--- config.mk ---
export PLATFORM = sky130hd
export DESIGN_NAME = gpio_irq_summary
export DESIGN_NICKNAME = d
export VERILOG_FILES = /design/src/rtl/gpio_irq_summary.sv
export SDC_FILE = /design/constraint.sdc
export NUM_CORES = 1
export LEC_CHECK = 0
export ABC_AREA = 1
export CELL_PAD_IN_SITES_DETAIL_PLACEMENT = 2
export CELL_PAD_IN_SITES_GLOBAL_PLACEMENT = 2
export CORE_AREA = 5 5 237 239
export DETAILED_ROUTE_END_ITERATION = 8
export DIE_AREA = 0 0 242 244
export PLACE_DENSITY_LB_ADDON = 0.1
export SLEW_MARGIN = 20
export SYNTH_ARGS = -nofsm -noshare
export SYNTH_HDL_FRONTEND = slang
export SYNTH_SLANG_ARGS = --single-unit
--- constraint.sdc ---
create_clock -name clk -period 3 [get_ports clk]
set_input_delay 0.45 -clock clk [delete_from_list [all_inputs] [get_ports clk]]
set_output_delay 0.45 -clock clk [all_outputs]
set_load 0.1 [all_outputs]
--- src/rtl/gpio_irq_summary.sv ---
module gpio_irq_summary #(
  parameter int NPINS   = 184,
  parameter int LEN_W   = 12,
  parameter int BEN_BIT = 12,
  parameter int EOI_BIT = 16
) (
  input  logic             clk,
  input  logic             rst_n,
  input  logic [NPINS-1:0] pin_pend,
  input  logic [NPINS-1:0] pin_ie,
  output logic [NPINS-1:0] pin_ie_view,
  input  logic             dbnc_wr,
  input  logic             reg_we,
  input  logic [1:0]       reg_addr,
  input  logic [31:0]      reg_wdata,
  output logic [31:0]      reg_rdata,
  input  logic             irq_take,
  output logic             irq_out,
  output logic             blank
);
  localparam int NSUM = (NPINS + 3) / 4;
  localparam int NPAD = NSUM * 4;

  logic [NPAD-1:0]  pend_pad;
  logic [NSUM-1:0]  sum;
  logic [63:0]      sum64;
  logic             armed;
  logic             blk_en;
  logic [LEN_W-1:0] blk_len;
  logic [LEN_W-1:0] blk_cnt;
  logic [31:0]      mst_rd;

  assign pend_pad = NPAD'(pin_pend);

  for (genvar n = 0; n < NSUM; n++) begin : g_sum
    assign sum[n] = |pend_pad[4*n +: 4];
  end

  assign sum64 = 64'(sum);

  wire mst_wr = reg_we && (reg_addr == 2'd2);
  wire eoi_wr = mst_wr && reg_wdata[EOI_BIT];

  assign irq_out     = armed && (|sum);
  assign blank       = (blk_cnt != '0);
  assign pin_ie_view = blank ? '0 : pin_ie;

  always_ff @(posedge clk or negedge rst_n) begin
    if (!rst_n) begin
      armed   <= 1'b1;
      blk_en  <= 1'b0;
      blk_len <= '0;
      blk_cnt <= '0;
    end else begin
      if (eoi_wr)
        armed <= 1'b1;
      else if (irq_out && irq_take)
        armed <= 1'b0;

      if (mst_wr) begin
        blk_en  <= reg_wdata[BEN_BIT];
        blk_len <= reg_wdata[LEN_W-1:0];
      end

      if (dbnc_wr && blk_en)
        blk_cnt <= blk_len;
      else if (blk_cnt != '0)
        blk_cnt <= blk_cnt - 1'b1;
    end
  end

  always_comb begin
    mst_rd = '0;
    mst_rd[LEN_W-1:0] = blk_len;
    mst_rd[BEN_BIT]   = blk_en;
    case (reg_addr)
      2'd0:    reg_rdata = sum64[31:0];
      2'd1:    reg_rdata = sum64[63:32];
      2'd2:    reg_rdata = mst_rd;
      default: reg_rdata = '0;
    endcase
  end
endmodule

==> results of run 1 <==
[worst paths after layout]
path / startpoint / end / cells after the start / slack, ps
setup / recovery: blk_cnt[0]$_DFFE_PN0P_ / pin_ie_view[52] / 9 / 230
hold / removal: armed$_DFFE_PN1P_ / armed$_DFFE_PN1P_ / 2 / 470
setup reg to reg: blk_cnt[0]$_DFFE_PN0P_ / blk_cnt[2]$_DFFE_PN0P_ / 9 / 1090
hold reg to reg: armed$_DFFE_PN1P_ / armed$_DFFE_PN1P_ / 2 / 470
max in group asynchronous: rst_n / armed$_DFFE_PN1P_ / 2 / 2110
min in group asynchronous: rst_n / blk_len[6]$_DFFE_PN0P_ / 2 / 570
[sequential cells by signal, summed over array words and instances, names as in the netlist]
signal and cells:
armed 1, blk_cnt 12, blk_en 1, blk_len 12
[report_power, final]
part,internal [W],switching [W]
logic,0.000876,0.00100
clock network,0.000182,0.000131
registers,0.000459,0.0000952
[stage by stage]
step	cell area, µm²	instances	power, W	setup TNS [ps]	worst slack (ps)
floorplan	4210	795	0.00147	-1040	-20.7
global placement	13200	2080	0.00244	0	323
detailed placement	13200	2080	0.00247	0	298
CTS	13300	2084	0.00280	0	183
global route	13300	2084	0.00293	0	56.9
finish	13300	2086	0.00274	0	232
[cell families after synthesis]
logic type | after synthesis
buffers and inverters | 236
XOR/XNOR | 4
flip-flops | 26
AO/OA/AOI/OAI | 42
adder cells (fa/ha/maj) | 2
AND/OR/NAND/NOR | 485
[final cells by class]
type,count,area (µm²),area share
repair buffers,616,8370,0.630
multi-input cells,533,2520,0.189
well taps,696,871,0.0656
clock buffers,4,78.8,0.00594
inverters,209,785,0.0591
diodes,2,5.00,0.000377
flip-flops and latches,26,652,0.0491
[worst min-delay path: stages, from the launching register on]
cell     delay (ps)
dfstp_2         370
nand2_1          60
nand2_1          40
[cells in the mapped netlist]
| library cell | count | area [µm²] |
|---|---|---|
| inv_2 | 1 | 3.75 |
| nor2_2 | 102 | 638 |
| nor3_1 | 2 | 10.0 |
| dfrtp_1 | 25 | 626 |
| xor2_1 | 2 | 17.5 |
| buf_8 | 10 | 150 |
| nor3_2 | 1 | 10.0 |
| nand2_2 | 2 | 12.5 |
| a21oi_1 | 5 | 25.0 |
| buf_2 | 3 | 15.0 |
| a22o_1 | 1 | 8.76 |
| o21ai_1 | 8 | 40.0 |
| nor4_1 | 1 | 6.26 |
| nor2_4 | 2 | 22.5 |
| nand3_2 | 1 | 10.0 |
| and2_0 | 5 | 31.3 |
| o21ai_0 | 10 | 50.1 |
| o22ai_1 | 3 | 18.8 |
| buf_6 | 6 | 67.6 |
| clkbuf_1 | 8 | 30.0 |
| o211ai_1 | 8 | 60.1 |
| a31oi_1 | 1 | 6.26 |
| inv_1 | 208 | 781 |
| a21boi_0 | 1 | 7.51 |
| o221ai_1 | 2 | 17.5 |
| nor2_1 | 224 | 841 |
| ha_1 | 2 | 25.0 |
| nand4_1 | 1 | 6.26 |
| xnor2_1 | 2 | 17.5 |
| a22oi_1 | 3 | 22.5 |
| dfstp_2 | 1 | 26.3 |
| nand2_1 | 123 | 462 |
| and2_1 | 12 | 75.1 |
| nand3_1 | 9 | 45.0 |
[layer usage]
metal	vias up	part of all wire	GRT usage	wire, µm
met5	-	0.0050	0	216
met3	46	0.093	0.0628	4010
li1	3424	-	-	-
met1	3299	0.36	0.145	15500
met2	296	0.54	0.271	23100
met4	34	0.0067	0.00906	290
==> results.json, run 1 <==
{
  "status": "finished clean",
  "drc": 0,
  "cp_top_family": "buffers and inverters",
  "slew_violations": 0,
  "arrival_ps": 2320,
  "antenna_found_initial": 20,
  "core.rowCount": 85,
  "cts.sinks": 26,
  "fin_util": 0.248,
  "cp_num_buf_inv": 4,
  "setup_viol": 0,
  "layout_min_cycle_time_ps": 2770,
  "synth-seq-cells": 26,
  "cp_max_fo": 46,
  "synthXorXnorAreaFrac": 0.00837,
  "vias_per_cell": 3.40,
  "grt_start_max_net_pins": 60,
  "grt_usage": 0.140,
  "drtIter0Drc": 134,
  "hold_violations": 0,
  "yosysSeqAreaShare": 0.156,
  "postRouteAntennaNets": 0,
  "cp.required_ps": 2550,
  "power_leakage_nw": 5.83,
  "place.gp.congestion": 0.785,
  "layout-drive-gt1-share": 0.252,
  "cts_setup_buffers": 0,
  "hold_path.class": "flip-flop to flip-flop",
  "synthAdderAreaFrac": 0.00598,
  "grt-ovfl-total": 0,
  "port-buffer-count": 606,
  "crit_path_frequent_cell": "buf_12",
  "crit_type": "flip-flop to output pin",
  "p_per_area_mw_per_mm2": 207,
  "critPathCaptureType": "output pin",
  "cp_slowest_cell": "dfrtp_1",
  "grt_pass1_vias": 7702,
  "post_drt_wl_per_cell_um": 20.7,
  "cts_tree": "done",
  "routed_wl_um": 43100,
  "fin_hold_ws_ps": 467,
  "num_vias": 7099,
  "final_cell_mix": "388 x clkdlybuf4s50_1, 222 x buf_12, 215 x nor2_1",
  "worstMarginPinSlew_ps": 755,
  "grt_pass1_wl_um": 60200,
  "synth_nets": 1204,
  "cts-resized-gates": 0,
  "fin_nets": 1798,
  "synth_compound_area_frac": 0.0613,
  "top_level_ports": 625,
  "dieArea_mm2": 0.0590,
  "cap_violations": 0,
  "cpPeakStageDelay_ps": 390,
  "slew_headroom": 0.496,
  "post-dp-hpwl_um": 40100,
  "first_pass_iters": 4,
  "layout_commonest_cell": "clkdlybuf4s50_1",
  "cts-root-buf": "clkbuf_16",
  "cts_htree_levels": 1,
  "postSynthAreaPerCell_um2": 5.26,
  "ys_types": 34,
  "clk_path_buf_depth": 2,
  "fill_cells": 6144,
  "yosys.area_share.simple": 0.518,
  "cts_buffers": 3,
  "rsz0062_at_grt": "no",
  "netlist_instances": 795,
  "insertion_delay_ps": 260,
  "ys_warn_count": 0,
  "ir_drop_mv": 0.211,
  "die_w_um": 242,
  "synth_top_family_by_area": "simple AND/OR/NAND/NOR gates",
  "die_y_um": 244,
  "critical_path.startpoint_type": "flip-flop",
  "syn_to_final_growth_pct": 217,
  "synth_mux_area_frac": 0,
  "crit_path_cell_trace": "inv_1 > ha_1 > nand3_1 > nor2_2 > nand3_4 > buf_12 > buf_12 > nor2_2 > buf_12",
  "start_util": 0.0781,
  "skew_ps": 2.56,
  "layout_worst_path_cycle_share": 0.923,
  "synthesis.area_mm2": 0.00419,
  "clk_pin_slew_ps": 70,
  "core-area_mm2": 0.0536,
  "postCtsHoldBufs": 0,
  "max_freq_ghz": 0.361
}
(Power assumes the default switching activity.)
==> inputs of run 2 (changes only) <==
CAP_MARGIN = 20   (was not set)
CORE_AREA = 2 2 241 243   (was 5 5 237 239)
DIE_AREA = 0 0 243 245   (was 0 0 242 244)
==> run 2 against run 1 <==
Effect of this change: register-to-register slack worse by 450 ps; critical path depth is 1 lower; worst hold slack worse by 3.3 ps; critical endpoint is now pin_ie_view[42]; largest cell class unchanged.
==> results.json, run 2 (synthesized netlist as in run 1, its figures left out) <==
{
  "cts.sinks": 26,
  "power_leakage_nw": 5.82,
  "start_util": 0.0734,
  "top_regs": "blk_cnt (12), blk_len (12)",
  "routed_wl_um": 41200,
  "met1_usage": 0.137,
  "layout-drive-gt1-share": 0.252,
  "grt.busiest_layer": "met2",
  "arrival_ps": 2410,
  "clk_pin_slew_ps": 70,
  "crit_type": "flip-flop to output pin",
  "met3_usage": 0.0547,
  "core-area_mm2": 0.0570,
  "layout_commonest_cell": "clkdlybuf4s50_1",
  "p_per_area_mw_per_mm2": 212,
  "place.gp.congestion": 0.783,
  "cts_tree": "done",
  "cts_buffers": 3,
  "num_vias": 6998,
  "insertion_delay_ps": 270,
  "cts-resized-gates": 0,
  "antenna_found_initial": 15,
  "status": "finished clean",
  "syn_to_final_growth_pct": 219,
  "drc": 0,
  "rsz0062_at_grt": "no",
  "critical_path.startpoint_type": "flip-flop",
  "grt_start_max_net_pins": 128,
  "cts_setup_buffers": 0,
  "slew_headroom": 0.349,
  "fin_nets": 1797,
  "drtIter0Drc": 119,
  "clk_path_buf_depth": 2,
  "postCtsHoldBufs": 0,
  "dieArea_mm2": 0.0595,
  "port-buffer-count": 606,
  "fin_hold_ws_ps": 464,
  "cp.required_ps": 2550,
  "postRouteAntennaNets": 0,
  "vias_per_cell": 3.25,
  "die_w_um": 243,
  "first_pass_iters": 4,
  "hold_depth": 2,
  "post_drt_wl_per_cell_um": 19.1,
  "cts_htree_levels": 1,
  "slew_violations": 0,
  "layout_min_cycle_time_ps": 2860,
  "worstMarginPinSlew_ps": 977,
  "layout_worst_path_cycle_share": 0.952,
  "post-dp-hpwl_um": 37900,
  "r2r_cells": 10,
  "skew_ps": 8.36,
  "top_level_ports": 625,
  "cts-root-buf": "clkbuf_16",
  "core.rowCount": 88,
  "gr-usage-met2": 0.265,
  "grt_pass1_vias": 7467,
  "tns_ps": 0,
  "max_freq_ghz": 0.350,
  "critPathCaptureType": "output pin",
  "grt_pass1_wl_um": 57200,
  "power.total_w": 0.00284,
  "die_y_um": 245,
  "cap_violations": 0,
  "final_cell_mix": "388 x clkdlybuf4s50_1, 219 x buf_12, 215 x nor2_1",
  "grt-ovfl-total": 0,
  "ir_drop_mv": 0.217,
  "hold_path.class": "flip-flop to flip-flop",
  "hold_violations": 0,
  "setup_viol": 0,
  "cp_max_fo": 127,
  "grt_usage": 0.134
}
-- run 2: final timing paths --
kind	start	slack, ps	end
max	blk_cnt[0]$_DFFE_PN0P_	140	pin_ie_view[42]
min	armed$_DFFE_PN1P_	460	armed$_DFFE_PN1P_
max reg2reg	blk_cnt[0]$_DFFE_PN0P_	640	blk_cnt[11]$_DFFE_PN0P_
min reg2reg	armed$_DFFE_PN1P_	460	armed$_DFFE_PN1P_
max in group asynchronous	rst_n	2100	armed$_DFFE_PN1P_
min in group asynchronous	rst_n	570	blk_len[6]$_DFFE_PN0P_
-- run 2: worst max-delay path: stages (launching register included) --
cell	delay [ps]
dfrtp_1	390
inv_1	130
ha_1	220
nand3_1	110
nor2_2	190
nand3_4	100
buf_12	230
nor2_2	310
buf_12	210
-- run 2: where the power goes --
group / switching (W) / total, W / internal [W]
registers: 0.0000963 / 0.000555 / 0.000459
logic: 0.00101 / 0.00188 / 0.000874
clock network: 0.000134 / 0.000400 / 0.000266
-- run 2: cell type report --
class,instances,area (µm²)
Tap cell,765,957
Inverter,209,785
Timing Repair Buffer,615,8330
Fill cell,6640,43700
Antenna cell,4,10.0
Sequential cell,26,652
Clock buffer,3,75.1
Clock inverter,1,30.0
Multi-Input combinational cell,533,2520
-- run 2: metrics by stage --
| stage | util | cell area (µm²) | instances | setup WS [ps] |
|---|---|---|---|---|
| 2_1_floorplan | - | 4210 | 795 | -20.7 |
| 3_3_place_gp | 0.232 | 13200 | 2148 | 302 |
| 3_5_place_dp | 0.232 | 13200 | 2148 | 302 |
| 4_1_cts | 0.234 | 13300 | 2152 | 175 |
| 5_1_grt | 0.234 | 13300 | 2152 | 44.2 |
| 6_report | 0.234 | 13400 | 2156 | 145 |
-- run 2: routing by layer --
metal / up-vias / wire length, µm
met1: 3228 / 14800
met5: - / 117
li1: 3426 / -
met4: 20 / 89
met3: 26 / 3750
met2: 298 / 22500
